==> config.mk <==
export PLATFORM = sky130hd
export DESIGN_NAME = spi_mem_slave
export DESIGN_NICKNAME = d
export VERILOG_FILES = /design/src/rtl/spi_mem_pkg.sv /design/src/rtl/spi_pin_sync.sv /design/src/rtl/spi_wr_engine.sv /design/src/rtl/spi_mem_slave.sv
export SDC_FILE = /design/constraint.sdc
export NUM_CORES = 1
export LEC_CHECK = 0
export BUFFER_PORTS_ARGS = -buffer_cell sky130_fd_sc_hd__buf_2
export CAP_MARGIN = 40
export CELL_PAD_IN_SITES_DETAIL_PLACEMENT = 1
export CELL_PAD_IN_SITES_GLOBAL_PLACEMENT = 2
export CORE_UTILIZATION = 39
export DETAILED_ROUTE_END_ITERATION = 10
export HOLD_SLACK_MARGIN = 0.06
export PLACE_DENSITY = 0.69
export RECOVER_POWER = 50
export SLEW_MARGIN = 40
export SYNTH_ARGS = -nofsm -noshare
export SYNTH_HDL_FRONTEND = slang
export SYNTH_SLANG_ARGS = --single-unit
==> constraint.sdc <==
create_clock -name clk -period 2.2 [get_ports clk]
set_input_delay 0 -clock clk [delete_from_list [all_inputs] [get_ports clk]]
set_output_delay 0 -clock clk [all_outputs]
set_load 0.05 [all_outputs]
==> src/rtl/spi_mem_pkg.sv <==
package spi_mem_pkg;
  localparam logic [7:0] OP_WEN   = 8'h06;
  localparam logic [7:0] OP_WDIS  = 8'h04;
  localparam logic [7:0] OP_RSTAT = 8'h05;
  localparam logic [7:0] OP_WSTAT = 8'h01;
  localparam logic [7:0] OP_READ  = 8'h03;
  localparam logic [7:0] OP_WRITE = 8'h02;

  typedef enum logic [2:0] {
    S_OPC, S_ADDR, S_RDAT, S_RSTAT, S_WDAT, S_WSTAT, S_WEN, S_SKIP
  } ph_t;
endpackage

==> src/rtl/spi_pin_sync.sv <==
module spi_pin_sync #(
  parameter int W = 5,
  parameter int STAGES = 2,
  parameter logic [W-1:0] RST_VAL = '0
) (
  input  logic         clk,
  input  logic         rst,
  input  logic [W-1:0] din,
  output logic [W-1:0] lvl
);
  logic [W-1:0] chain [STAGES];

  always_ff @(posedge clk) begin
    if (rst) begin
      for (int i = 0; i < STAGES; i++) chain[i] <= RST_VAL;
    end else begin
      chain[0] <= din;
      for (int i = 1; i < STAGES; i++) chain[i] <= chain[i-1];
    end
  end

  assign lvl = chain[STAGES-1];
endmodule

==> src/rtl/spi_wr_engine.sv <==
module spi_wr_engine #(
  parameter int AW = 11,
  parameter int PAGE = 32,
  parameter int BUSY = 64,
  localparam int CW = $clog2(PAGE),
  localparam int PW = AW - CW,
  localparam int BW = $clog2(BUSY + 1)
) (
  input  logic          clk,
  input  logic          rst,
  input  logic          buf_clr,
  input  logic          buf_we,
  input  logic [CW-1:0] buf_col,
  input  logic [7:0]    buf_din,
  input  logic          start,
  input  logic          start_arr,
  input  logic [PW-1:0] page,
  output logic          busy,
  output logic          mem_we,
  output logic [AW-1:0] wr_addr,
  output logic [7:0]    wr_data
);
  // BUSY must exceed PAGE + 1 so the drain ends inside the busy interval.
  logic [7:0]      pbuf [PAGE];
  logic [PAGE-1:0] vld;
  logic [PW-1:0]   page_q;
  logic [BW-1:0]   cnt;
  logic [CW:0]     idx;
  logic            arr_q;

  always_ff @(posedge clk) begin
    if (buf_we) pbuf[buf_col] <= buf_din;
    wr_data <= pbuf[idx[CW-1:0]];
  end

  always_ff @(posedge clk) begin
    if (rst) begin
      vld <= '0; page_q <= '0; cnt <= '0; idx <= '0;
      arr_q <= 1'b0; busy <= 1'b0; mem_we <= 1'b0; wr_addr <= '0;
    end else begin
      if (buf_clr) vld <= '0;
      else if (buf_we) vld[buf_col] <= 1'b1;
      if (start) begin
        busy <= 1'b1; cnt <= BW'(BUSY - 1); idx <= '0;
        arr_q <= start_arr; page_q <= page;
      end else if (busy) begin
        if (!idx[CW]) idx <= idx + 1'b1;
        if (cnt == '0) busy <= 1'b0;
        else cnt <= cnt - 1'b1;
      end
      mem_we  <= busy & arr_q & ~idx[CW] & vld[idx[CW-1:0]];
      wr_addr <= {page_q, idx[CW-1:0]};
    end
  end
endmodule

==> src/rtl/spi_mem_slave.sv <==
module spi_mem_slave #(
  parameter int AW = 11,
  parameter int PAGE = 32,
  parameter int BUSY = 64,
  localparam int CW = $clog2(PAGE),
  localparam int PW = AW - CW
) (
  input  logic          clk,
  input  logic          rst,
  input  logic          spi_sck,
  input  logic          spi_cs_n,
  input  logic          spi_mosi,
  input  logic          pause_n,
  input  logic          wprot_n,
  output logic          spi_miso,
  output logic          spi_miso_oe,
  output logic [AW-1:0] mem_addr,
  output logic          mem_we,
  output logic [7:0]    mem_wdata,
  input  logic [7:0]    mem_rdata
);
  import spi_mem_pkg::*;

  logic [4:0] lvl;
  // select resets low so a select held low through reset is not an edge
  spi_pin_sync #(.W(5), .STAGES(2), .RST_VAL(5'b11000)) u_sync (
    .clk(clk), .rst(rst),
    .din({wprot_n, pause_n, spi_cs_n, spi_mosi, spi_sck}), .lvl(lvl));

  logic sck_s, si_s, cs_hi, pause_s, wp_lo;
  assign sck_s = lvl[0];
  assign si_s = lvl[1];
  assign cs_hi = lvl[2];
  assign pause_s = ~lvl[3];
  assign wp_lo = ~lvl[4];

  logic sck_q, cs_q, hold_act, armed, busy, wel, lock_en, ws_lock, got, is_rd;
  logic adr_first, fetch, fetch_d, first, so_q, oe_q;
  logic [1:0] bp, ws_bp;
  logic [2:0] bit_cnt, tx_cnt;
  logic [6:0] sh;
  logic [7:0] tx, nxt, status;
  logic [AW-9:0] adr_hi;
  logic [AW-1:0] rd_addr, wr_addr;
  logic [CW-1:0] col;
  logic [PW-1:0] wpage;
  ph_t ph;

  logic sck_r, sck_f, cs_rise, cs_fall, active, shift_en, out_en;
  logic [7:0] in_byte;
  logic [AW-1:0] addr_full;
  logic cmt_arr, cmt_st;

  function automatic logic blk_locked(input logic [1:0] lvl_sel, input logic [1:0] top2);
    case (lvl_sel)
      2'd0:    return 1'b0;
      2'd1:    return top2 == 2'b11;
      2'd2:    return top2[1];
      default: return 1'b1;
    endcase
  endfunction

  assign sck_r = sck_s & ~sck_q;
  assign sck_f = ~sck_s & sck_q;
  assign cs_rise = cs_hi & ~cs_q;
  assign cs_fall = ~cs_hi & cs_q;
  assign active = armed & ~cs_hi & ~hold_act;
  assign shift_en = active & sck_r;
  assign out_en = active & sck_f;
  assign in_byte = {sh, si_s};
  assign addr_full = {adr_hi, in_byte};
  assign status = busy ? 8'hFF : {lock_en, 3'b000, bp, wel, 1'b0};
  assign cmt_arr = cs_rise & armed & (ph == S_WDAT) & got & (bit_cnt == 3'd0)
                   & ~blk_locked(bp, wpage[PW-1:PW-2]);
  assign cmt_st = cs_rise & armed & (ph == S_WSTAT) & got & (bit_cnt == 3'd0)
                  & ~(lock_en & wp_lo);

  always_ff @(posedge clk) begin
    if (rst) begin
      sck_q <= 1'b0; cs_q <= 1'b0; hold_act <= 1'b0; armed <= 1'b0;
      wel <= 1'b0; lock_en <= 1'b0; bp <= 2'b00; ws_lock <= 1'b0; ws_bp <= 2'b00;
      got <= 1'b0; is_rd <= 1'b0; adr_first <= 1'b0; fetch <= 1'b0; fetch_d <= 1'b0;
      first <= 1'b0; so_q <= 1'b0; oe_q <= 1'b0; bit_cnt <= '0; tx_cnt <= '0;
      sh <= '0; tx <= '0; nxt <= '0; adr_hi <= '0; rd_addr <= '0; col <= '0;
      wpage <= '0; ph <= S_OPC;
    end else begin
      sck_q <= sck_s;
      cs_q <= cs_hi;
      fetch <= 1'b0;
      fetch_d <= fetch;
      if (!sck_s) hold_act <= pause_s;
      if (cs_fall) armed <= 1'b1;
      if (cmt_arr || cmt_st) wel <= 1'b0;
      if (cmt_st) begin lock_en <= ws_lock; bp <= ws_bp; end
      if (cs_rise && armed && ph == S_WEN && bit_cnt == 3'd0) wel <= 1'b1;

      if (cs_hi) begin
        ph <= S_OPC; bit_cnt <= '0; oe_q <= 1'b0; got <= 1'b0;
      end else if (shift_en) begin
        sh <= in_byte[6:0];
        bit_cnt <= bit_cnt + 1'b1;
        if (ph == S_WEN) ph <= S_SKIP;
        else if (bit_cnt == 3'd7) begin
          case (ph)
            S_OPC: begin
              if (busy && in_byte != OP_RSTAT) ph <= S_SKIP;
              else case (in_byte)
                OP_WEN:   ph <= S_WEN;
                OP_WDIS:  begin wel <= 1'b0; ph <= S_SKIP; end
                OP_RSTAT: begin ph <= S_RSTAT; tx <= status; tx_cnt <= '0; end
                OP_READ:  begin ph <= S_ADDR; is_rd <= 1'b1; adr_first <= 1'b1; end
                OP_WRITE: begin
                  ph <= wel ? S_ADDR : S_SKIP; is_rd <= 1'b0; adr_first <= 1'b1;
                end
                OP_WSTAT: ph <= wel ? S_WSTAT : S_SKIP;
                default:  ph <= S_SKIP;
              endcase
            end
            S_ADDR: begin
              if (adr_first) begin
                adr_hi <= in_byte[AW-9:0]; adr_first <= 1'b0;
              end else if (is_rd) begin
                ph <= S_RDAT; rd_addr <= addr_full; fetch <= 1'b1;
                first <= 1'b1; tx_cnt <= '0;
              end else begin
                ph <= S_WDAT; col <= addr_full[CW-1:0]; wpage <= addr_full[AW-1:CW];
              end
            end
            S_WDAT: begin col <= col + 1'b1; got <= 1'b1; end
            S_WSTAT: begin
              if (got) ph <= S_SKIP;
              else begin got <= 1'b1; ws_lock <= in_byte[7]; ws_bp <= in_byte[3:2]; end
            end
            default: ;
          endcase
        end
      end

      if (out_en && (ph == S_RSTAT || ph == S_RDAT)) begin
        so_q <= tx[7];
        oe_q <= 1'b1;
        tx <= {tx[6:0], 1'b0};
        tx_cnt <= tx_cnt + 1'b1;
        if (tx_cnt == 3'd7) begin
          tx <= (ph == S_RSTAT) ? status : nxt;
          if (ph == S_RDAT) begin rd_addr <= rd_addr + 1'b1; fetch <= 1'b1; end
        end
      end

      if (fetch_d) begin
        if (first) begin
          tx <= mem_rdata; first <= 1'b0; rd_addr <= rd_addr + 1'b1; fetch <= 1'b1;
        end else nxt <= mem_rdata;
      end
    end
  end

  spi_wr_engine #(.AW(AW), .PAGE(PAGE), .BUSY(BUSY)) u_wr (
    .clk(clk), .rst(rst),
    .buf_clr(shift_en & (ph == S_ADDR) & (bit_cnt == 3'd7) & ~adr_first & ~is_rd),
    .buf_we(shift_en & (ph == S_WDAT) & (bit_cnt == 3'd7)),
    .buf_col(col), .buf_din(in_byte),
    .start(cmt_arr | cmt_st), .start_arr(cmt_arr), .page(wpage),
    .busy(busy), .mem_we(mem_we), .wr_addr(wr_addr), .wr_data(mem_wdata));

  assign mem_addr = busy ? wr_addr : rd_addr;
  assign spi_miso = so_q;
  assign spi_miso_oe = oe_q;
endmodule

Word level (Yosys, flattened, before mapping):

Memory sizes are Yosys's and may differ from the RTL's. A register that Yosys moved wholly into a read port is not among the register bits.
Index checks and enable logic that the tools add are counted.

* register bits after elaboration: 141
* RAM bits: 266
* input bits: 15
* logic and storage cells: 272
* memories kept: 2

Memory list
* u_wr.pbuf: depth 32, width 8, rd ports 1, clocked after memory_dff 1, write ports 1, RTL line spi_wr_engine.sv:24 `logic [7:0] pbuf [PAGE];`
* u_sync.chain: depth 2, width 5, rd ports 2, clocked after memory_dff 0, write ports 2, RTL line spi_pin_sync.sv:11 `logic [W-1:0] chain [STAGES];`

* add/subtract/negate cells: 6
* magnitude comparators: 3
* equality and inequality tests: 31
* muxes and demuxes: 104
* bitwise operators: 48
* reductions and logical operators: 41

Operators with widths (count)
* $mux 11: 13
* $mux 8: 13
* $mux 3: 16
* $mux 1: 44
* $or 32x32->32: 1
* $reduce_and 7->1: 4
* $and 1x1->1: 27
* $eq 8x3->1 const B: 3
* $mux 6: 4
* $mux 5: 4
* $not 1->1: 17
* $eq 8x2->1 const B: 2
* $reduce_bool 2->1: 8
* $eq 3x3->1 const B: 5
* $ne 3x3->1 const B: 5
* $pmux 3 s5: 1
* $lt 5x6->1 const B: 2
* $reduce_and 6->1: 2
* $add 11x1->11 const B: 1
* $pmux 5 s2: 1
* $reduce_and 2->1: 5
* $reduce_or 2->1: 5
* $pmux 3 s3: 1
* $reduce_and 9->1: 1
* 30 further kinds: 48

Logic depth before layout (Yosys ltp):

Gate-level depths: netlist of the first run.

* word-level depth: 17
* depth in mapped cells: 9
* gate-level depth less buffers: 7

Modules after synthesis:

A second synthesis of the first run with hierarchy kept.

* cell total of the unflattened synthesis: 1259
* area, all modules: 16910.0 um^2

By module, submodules not included
* spi_wr_engine: times used 1, cells each 757, area an instance 12623.4 um^2, sequential area each 9148.8 um^2
* spi_mem_slave: times used 1, cells each 477, area an instance 3986.3 um^2, sequential area each 1521.5 um^2
* spi_pin_sync: times used 1, cells each 25, area an instance 300.3 um^2, sequential area each 200.2 um^2

Worst setup path after synthesis of the first run:

Ideal clock, no wire load.

* path kind: reg-to-reg
* start point: memory u_sync.chain[1][1], in the netlist u_sync.chain[0][6]
* end point: register tx_cnt[0]
* setup time: 0.121 ns
* arrival: 2.149 ns
* data required time: 2.079 ns
* setup slack: -0.070 ns
* cell stages (with the launch flop): 8
* cells stage by stage: dfxtp_1 -> clkbuf_1 -> nor2b_1 -> and4_1 -> clkbuf_1 -> o2111a_1 -> nor3_1 -> mux2_2

RTL lines
* start, declared: RTL line spi_pin_sync.sv:11
* end signal, assigned: RTL line spi_mem_slave.sv:143 `tx_cnt <= tx_cnt + 1'b1;`
* end, declared: RTL line spi_mem_slave.sv:40 `logic [2:0] bit_cnt, tx_cnt;`

Worst setup path in the final report of the first run:

* start point: register hold_act
* end point: memory u_wr.pbuf[29][3], enable pin

* word-level cells in the longest chain between the ends: 7

RTL lines
* start, declared: RTL line spi_mem_slave.sv:37 `logic sck_q, cs_q, hold_act, armed, busy, wel, lock_en, ws_lock, got, is_rd;`
* start signal, assigned: RTL line spi_mem_slave.sv:91 `if (!sck_s) hold_act <= pause_s;`
* $not 1->1: RTL line spi_mem_slave.sv:67 `assign active = armed & ~cs_hi & ~hold_act;`
* $and 1x1->1: RTL line spi_mem_slave.sv:67
* $and 1x1->1: RTL line spi_mem_slave.sv:68 `assign shift_en = active & sck_r;`
* $and 1x1->1 (2 in a row): RTL line spi_mem_slave.sv:161 `.buf_we(shift_en & (ph == S_WDAT) & (bit_cnt == 3'd7)),`
* $mux 1: RTL line spi_wr_engine.sv:32 `if (buf_we) pbuf[buf_col] <= buf_din;`
* $mux 1 (implied by the code): RTL line spi_wr_engine.sv:32
* end, declared: RTL line spi_wr_engine.sv:24

Every way passes these cells.

==> summary.md, run 1 <==
| Metric | Value |
|---|---|
| Outcome | `completed` |
| Power Total | `15.9 mW` |
| Final setup violation count | `0` |
| Drt pass-1 iters | `5` |
| DPL Wire Length | `28.0 mm` |
| Htree depth | `2` |
| Number of synthesized register bits | `415` |
| Die Ht | `209 um` |
| Post-Route WL | `44.4 mm` |
| Initial antenna violation count | `0` |
| Std cell rows | `75` |
| Final min period | `2.12 ns` |
| Dominant cells by area after synthesis | `edfxtp_1, dfxtp_1, mux4_2` |
| CP Buf/Inv Count | `4` |
| Worst path top cell family by delay | `simple AND/OR/NAND/NOR gates` |
| Worst-path fanout max | `8` |
| Area growth syn-to-layout | `22.6%` |
| Pin count of the biggest net entering global routing | `66` |
| GRT Overall Usage | `20.1%` |
| N_diodes | `0` |
| Synth warn | `0` |
| Via count | `10220` |
| Starting Density | `39.7%` |
| Synth top area share | `46.0%` |
| Post-route clock skew | `0.0238 ns` |
| Cts bufs inserted | `45` |
| Number of synthesized flops with an enable pin | `256` |
| Crit end category | `register` |
| Syn nets | `1185` |
| Part of the cycle the worst path needs | `96.3%` |
| Max Freq | `0.472 GHz` |
| Gp weighted congestion | `0.794` |
| Post-synth cell types | `76` |
| Post-Synthesis Cells | `1157` |
| DR vias/cell | `5.37` |
| CP Class | `reg -> reg` |
| PortBufs | `36` |
| IO Pins | `37` |
| CTS clk-pin slew, worst paths | `0.06 ns` |
| Core area | `42100 um^2` |
| Final hold slack | `0.155 ns` |
| Most frequent CP cell | `buf_4` |
| Vias in the first global route | `10732` |
| Root buffer cell | `clkbuf_16` |
| Register area share after synthesis | `65.1%` |
| Hold Crit Class | `in -> reg` |
| Leak Pwr | `7.15 nW` |
| Peak VDD IR | `0.000511 V` |
| Area leader, netlist | `edfxtp_1` |
| Die ar. | `43700 um^2` |
| Final Max Slew Viols | `0` |
| Share of cells above drive strength 1 | `26.6%` |
| CP cell instances | `or3b_1 > buf_4 > nor2_1 > buf_4 > nand3_2 > buf_12 > nor2_4 > buf_6` |
| Critical Path AT | `2.39 ns` |
| Final net count | `1355` |
| Clk sink count | `415` |
| P per Cell Area | `776 nW/um^2` |
| Startpoint Class | `register` |
| Avg Inst Size Synth | `14.4 um^2` |
| Final-report hold violation count | `0` |
| DR iter-0 viols | `573` |
| RSZ-0062 raised after global routing | `yes` |
| Longest Clk Path Bufs | `3` |
| Slew margin rel. | `33.2%` |
| Drc violations | `0` |
| Primary FF master, synth | `edfxtp_1` |
| Post-synth ARST share | `0%` |
| CP required | `2.48 ns` |
| Worst-Skew Late Latency | `0.57 ns` |
| Mapped cell area | `16700 um^2` |
| Worst stage delay on the critical path | `0.43 ns` |
| TritonCTS clock tree | `yes` |
| Chip width | `209 um` |
| Placed insts | `1773` |
| Fillers | `4153` |
| Crit-path slowest cell | `or3b_1` |
| Worst Tran Pin Value | `1.00 ns` |
| First-pass GRT wire length | `66.2 mm` |
| Antenna Nets Post-Route | `0` |
| Final non-filler cell total | `1902` |
| Wire per inst | `23.4 um` |
| MaxCap Viol Count | `0` |
| Gr ovfl total | `0` |
==> what timing repair did <==
item / CTS / global route
hold endpoints to repair: 41 / 0
endpoints found under the setup margin: 0 / 294
hold buffers: 23 / 0
resized for setup: 0 / 134
buffers inserted: 0 / 1
==> layout by cell type, fill, tap and decap left out, types with 19 or more instances in the layout <==
cell | netlist | final
mux2i_1 | 75 | 75
dlygate4sd3_1 | 0 | 23
o21ai_0 | 20 | 19
nor2_1 | 121 | 90
buf_2 | 12 | 24
nand2_1 | 46 | 46
buf_6 | 2 | 36
nor2b_1 | 28 | 28
dfxtp_1 | 159 | 154
nor2_4 | 0 | 21
o21a_1 | 32 | 32
edfxtp_1 | 256 | 256
clkbuf_16 | 0 | 46
buf_4 | 1 | 73
clkbuf_1 | 45 | 32
mux4_2 | 72 | 72
a21oi_1 | 52 | 51
==> cells by family (layout without fill, tap and decap cells) <==
group,count (synthesis),in the layout,synth area share [%]
flops,415,415,65.1
simple gates,296,296,8.92
compound gates,176,176,7.30
mux,160,160,15.1
buf+inv,87,293,2.16
fa+ha+maj,13,13,0.973
xor+xnor,10,10,0.524
==> stage by stage <==
| step | area (um^2) | util (%) | setup slack [ns] | TNS [ns] |
|---|---|---|---|---|
| floorplan | 16700 | - | -0.0393 | -8.92 |
| global placement | 18300 | 43.4 | 0.103 | 0 |
| detailed placement | 18300 | 43.4 | 0.0543 | 0 |
| CTS | 20000 | 47.4 | 0.0240 | 0 |
| global route | 20500 | 48.6 | -0.0329 | -1.01 |
| finish | 20500 | 48.6 | 0.0812 | 0 |
==> path summary, 6_finish.rpt <==
kind,from,cells past startpoint,endpoint,slack [ns]
setup / recovery,hold_act$_SDFFE_PP0N_,8,u_wr.pbuf[29][3]$_DFFE_PP_,0.08
hold / removal,wprot_n,3,u_sync.chain[0][4]$_SDFF_PP1_,0.15
setup reg to reg,hold_act$_SDFFE_PP0N_,8,u_wr.pbuf[29][3]$_DFFE_PP_,0.08
hold reg to reg,u_sync.chain[0][3]$_SDFF_PP1_,1,u_sync.chain[0][8]$_SDFF_PP1_,0.41
==> worst reg2reg max path: cells and delay by family, from the launching register on <==
kind,cells,cell delay [ns]
AND/OR/NAND/NOR,4,0.80
flip-flops,1,0.32
buffers and inverters,4,0.72
==> routing by layer <==
metal  share of wire, %  vias to the layer above  global-route usage (%)
li1                   -                     4746                       -
met4                1.8                        0                    5.07
met2                 50                      195                    34.5
met1                 44                     5222                    26.5
met3                3.7                       57                    3.46
met5                  0                        -                       0
==> sequential cells by signal, indices dropped and copies added (netlist names), 5 cells and up <==
name and count:
u_wr.wr_data 8, u_wr.page_q 6, tx 8, col 5, u_wr.vld 32, nxt 8
rd_addr 11, wpage 6, u_wr.idx 6, u_wr.pbuf 256, u_wr.cnt 7, sh 7
u_sync.chain 10, u_wr.wr_addr 11
==> cell usage after synthesis (2+ instances only) <==
library cell and instances:
buf_6 2, nand4b_1 3, mux4_2 72, nand2_1 46, a211oi_1 9, mux2_2 13
a221oi_1 8, o311ai_0 3, a21oi_1 52, o21ai_0 20, o31ai_1 2, a22o_1 10
o2111a_1 3, and3_1 6, nor2b_1 28, or2_2 6, or3b_2 3, nor2_1 121
nand4_1 4, nand2b_1 7, a22oi_1 4, a21boi_0 2, buf_2 12, o22ai_1 3
nor3_1 14, or3b_1 3, xnor2_1 6, a211o_1 2, a31oi_1 6, clkbuf_1 45
xor2_1 4, and2_1 5, ha_1 13, edfxtp_1 256, a41oi_1 2, dfxtp_1 159
nor3b_1 9, mux2i_1 75, inv_1 14, buf_1 12, nand3b_1 9, nand3_1 19
o21a_1 32
==> layout make-up <==
class	count	area, um^2	share of cell area, %
sequential	415	10900	53.1
clock inverter	18	195	0.953
tap	539	674	3.29
inverter	15	56.3	0.275
clock buffer	65	1280	6.26
timing repair buffer	195	1690	8.24
multi-input combinational	655	5710	27.9
==> report_power, final <==
part	total (mW)	switching (mW)	internal, mW
sequential	8.18	0.00656	8.18
combinational	0.136	0.0845	0.0518
clock	7.58	3.05	4.52
total	15.9	3.15	12.8
Power figures use the tool's default switching activity.
==> run 2, diff against run 1 <==
- clock period: 2.2 -> 1.8 ns (I/O delays scaled with it)
==> summary.md, run 2 (synthesis gave the netlist of run 1 again) <==
| Metric | Value |
|---|---|
| Initial antenna violation count | `0 (unchanged)` |
| Max Freq | `0.496 GHz (+5.1%)` |
| Slew margin rel. | `14.3% (-19 points)` |
| Die Ht | `209 um (unchanged)` |
| Gr ovfl total | `0 (unchanged)` |
| Peak VDD IR | `0.000704 V (+38%)` |
| Register area | `10900 um^2 (+0.21%)` |
| Largest regs | `u_wr.pbuf (256), u_wr.vld (32)` |
| Final instance area | `22600 um^2 (+10%)` |
| Max reg flops | `256 (unchanged)` |
| Root buffer cell | `clkbuf_16` |
| Part of the cycle the worst path needs | `112% (+16 points)` |
| Outcome | `complete, but fails checks` |
| NetSw | `4.02 mW (+28%)` |
| Worst path top cell family by delay | `compound AO/OA/AOI/OAI gates` |
| Final min period | `2.02 ns (-0.103 ns)` |
| CP Buf/Inv Count | `2 (-2)` |
| Pre-CTS setup slack | `-0.320 ns (-0.374 ns)` |
| Drc violations | `0 (unchanged)` |
| Pin count of the biggest net entering global routing | `49 (-26%)` |
| Commonest non-fill, non-tap cell in the layout | `edfxtp_1` |
| DR vias/cell | `5.35 (-0.52%)` |
| P per Cell Area | `867 nW/um^2 (+12%)` |
| N_diodes | `0 (unchanged)` |
| Hold Crit Class | `in -> reg` |
| Wl on met1 | `19.4 mm (-0.71%)` |
| Htree depth | `2 (unchanged)` |
| Util after Layout | `53.7% (+5.0 points)` |
| Via count | `10648 (+4.2%)` |
| Clock network power share | `48.1% (+0.4 points)` |
| CP required | `2.27 ns (-0.21 ns)` |
| Worst Tran Pin Value | `1.29 ns (+0.283 ns)` |
| Met2 WL | `22.8 mm (+1.6%)` |
| Crit end category | `register` |
| Clk sink count | `415 (unchanged)` |
| Sequential share of power | `51.0% (-0.5 points)` |
| Antenna Nets Post-Route | `0 (unchanged)` |
| IO Pins | `37 (unchanged)` |
| Std cell rows | `75 (unchanged)` |
| First-pass GRT wire length | `68.4 mm (+3.3%)` |
| Starting Density | `39.7% (unchanged)` |
| Final-report hold violation count | `0 (unchanged)` |
| Placed insts | `1847 (+4.2%)` |
| GRT Overall Usage | `20.7% (+0.61 points)` |
| PortBufs | `36 (unchanged)` |
| Wire per inst | `22.5 um (-3.6%)` |
| Worst-Skew Late Latency | `0.58 ns (about the same)` |
| Internal Power | `15.6 mW (+22%)` |
| Share of cells above drive strength 1 | `41.6% (+15 points)` |
| CP cell instances | `nand4bb_1 > buf_6 > o41a_1 > buf_6 > nor3_4 > nor3_2 > a2111oi_2` |
| DR iter-0 viols | `500 (-13%)` |
| MaxCap Viol Count | `0 (unchanged)` |
| Most frequent cells in the layout | `edfxtp_1, dfxtp_1, buf_4` |
| Final setup violation count | `332 (+332)` |
| RSZ-0062 raised after global routing | `yes` |
| TritonCTS clock tree | `yes` |
| Final non-filler cell total | `1992 (+4.7%)` |
| Crit-path slowest cell | `o41a_1` |
| Most frequent CP cell | `buf_6` |
| Met3 wire len | `1.50 mm (-8.0%)` |
| Combinational Power Share | `1.0% (about the same)` |
| Post-Route WL | `44.9 mm (+0.98%)` |
| Sw Ratio | `20.5% (+0.69 points)` |
| Worst-path fanout max | `7 (-1)` |
| Highest metal used | `met4` |
| Cts bufs inserted | `46 (+2.2%)` |
| Vias in the first global route | `11344 (+5.7%)` |
| CTS clk-pin slew, worst paths | `0.06 ns (about the same)` |
| Post-route clock skew | `0.0148 ns (-0.00903 ns)` |
| Chip width | `209 um (unchanged)` |
| Critical Path AT | `2.48 ns (+0.09 ns)` |
| Die ar. | `43700 um^2 (unchanged)` |
| Final Max Slew Viols | `0 (unchanged)` |
| Longest Clk Path Bufs | `3 (unchanged)` |
| Leak Pwr | `7.98 nW (+12%)` |
| Post-place instance area | `19700 um^2 (+7.6%)` |
| Area growth syn-to-layout | `35.3%` |
| Drt pass-1 iters | `5 (unchanged)` |
| Final net count | `1443 (+6.5%)` |
| Final WS setup | `-0.215 ns (-0.297 ns)` |
| Fillers | `4009 (-3.5%)` |
| Gp weighted congestion | `0.816 (+2.8%)` |
| Failing checks | `setup timing` |
| DPL Wire Length | `28.7 mm (+2.3%)` |
| Worst stage delay on the critical path | `0.54 ns (+0.11 ns)` |
| CP Class | `reg -> reg` |
| Startpoint Class | `register` |
| Multi-input gate area | `6470 um^2 (+13%)` |
| Largest Register | `u_wr.pbuf` |
| Core area | `42100 um^2 (unchanged)` |
[run 2: changes by cell type in the layout (fill, tap and decap cells not counted), moves of 10 or more]
cell,before,now
buf_12,14,54
dfxtp_1,154,142
clkbuf_1,32,13
buf_4,73,122
a21oi_1,51,36
mux2i_2,0,10
mux2i_1,75,61
a21oi_2,1,16
o21ai_0,19,8
nor2_4,21,35
[run 2: metal layers]
metal | up-vias | GRT usage, %
li1 | 4933 | -
met1 | 5482 | 26.7
met2 | 171 | 35.8
met3 | 62 | 3.31
met4 | 0 | 6.57
met5 | - | 0
[run 2: worst min-delay path, cell delays in order]
cell,delay [ns]
dlygate4sd3_1,0.52
buf_2,0.09
or2_2,0.08
[run 2: power by group through the flow]
stage,Sequential (mW),Clock (mW),Combinational (mW)
finish,10.0,9.42,0.189
global route,9.99,9.97,0.206
CTS,10.0,9.65,0.187
detailed placement,10.2,0,0.157
global placement,10.2,0,0.155
floorplan,10.2,0,0.0762
[run 2: what timing repair did]
action,in CTS,in global routing
hold buffers,17,0
resized for setup,123,106
endpoints found under the setup margin,360,354
endpoints found under the hold margin,45,0
setup buffers,32,16
gates cloned,3,2
pin swaps,32,46
[run 2: area by class of cell]
| cell class | count | share of cell area (%) |
|---|---|---|
| Clock buffer | 62 | 5.58 |
| Clock inverter | 24 | 1.09 |
| Inverter | 15 | 0.271 |
| Multi-Input combinational cell | 655 | 28.6 |
| Sequential cell | 415 | 48.2 |
| Tap cell | 539 | 2.98 |
| Timing Repair Buffer | 282 | 13.2 |
[run 2: metrics by stage]
stage               TNS [ns]  hold slack (ns)  total power, mW
finish                -51.51            0.143             19.6
global route          -76.34            0.126             20.2
CTS                   -44.89            0.109             19.8
detailed placement    -67.08            0.187             10.4
global placement      -57.87            0.188             10.4
floorplan             -37.40            0.104             10.3
[run 2: worst paths after layout]
check | from | to | slack, ns | cells past startpoint
max | ph[2]$_SDFFE_PP0P_ | rd_addr[8]$_SDFF_PP0_ | -0.22 | 7
min | wprot_n | u_sync.chain[0][4]$_SDFF_PP1_ | 0.14 | 3
max reg2reg | ph[2]$_SDFFE_PP0P_ | rd_addr[8]$_SDFF_PP0_ | -0.22 | 7
min reg2reg | u_sync.chain[0][3]$_SDFF_PP1_ | u_sync.chain[0][8]$_SDFF_PP1_ | 0.41 | 1
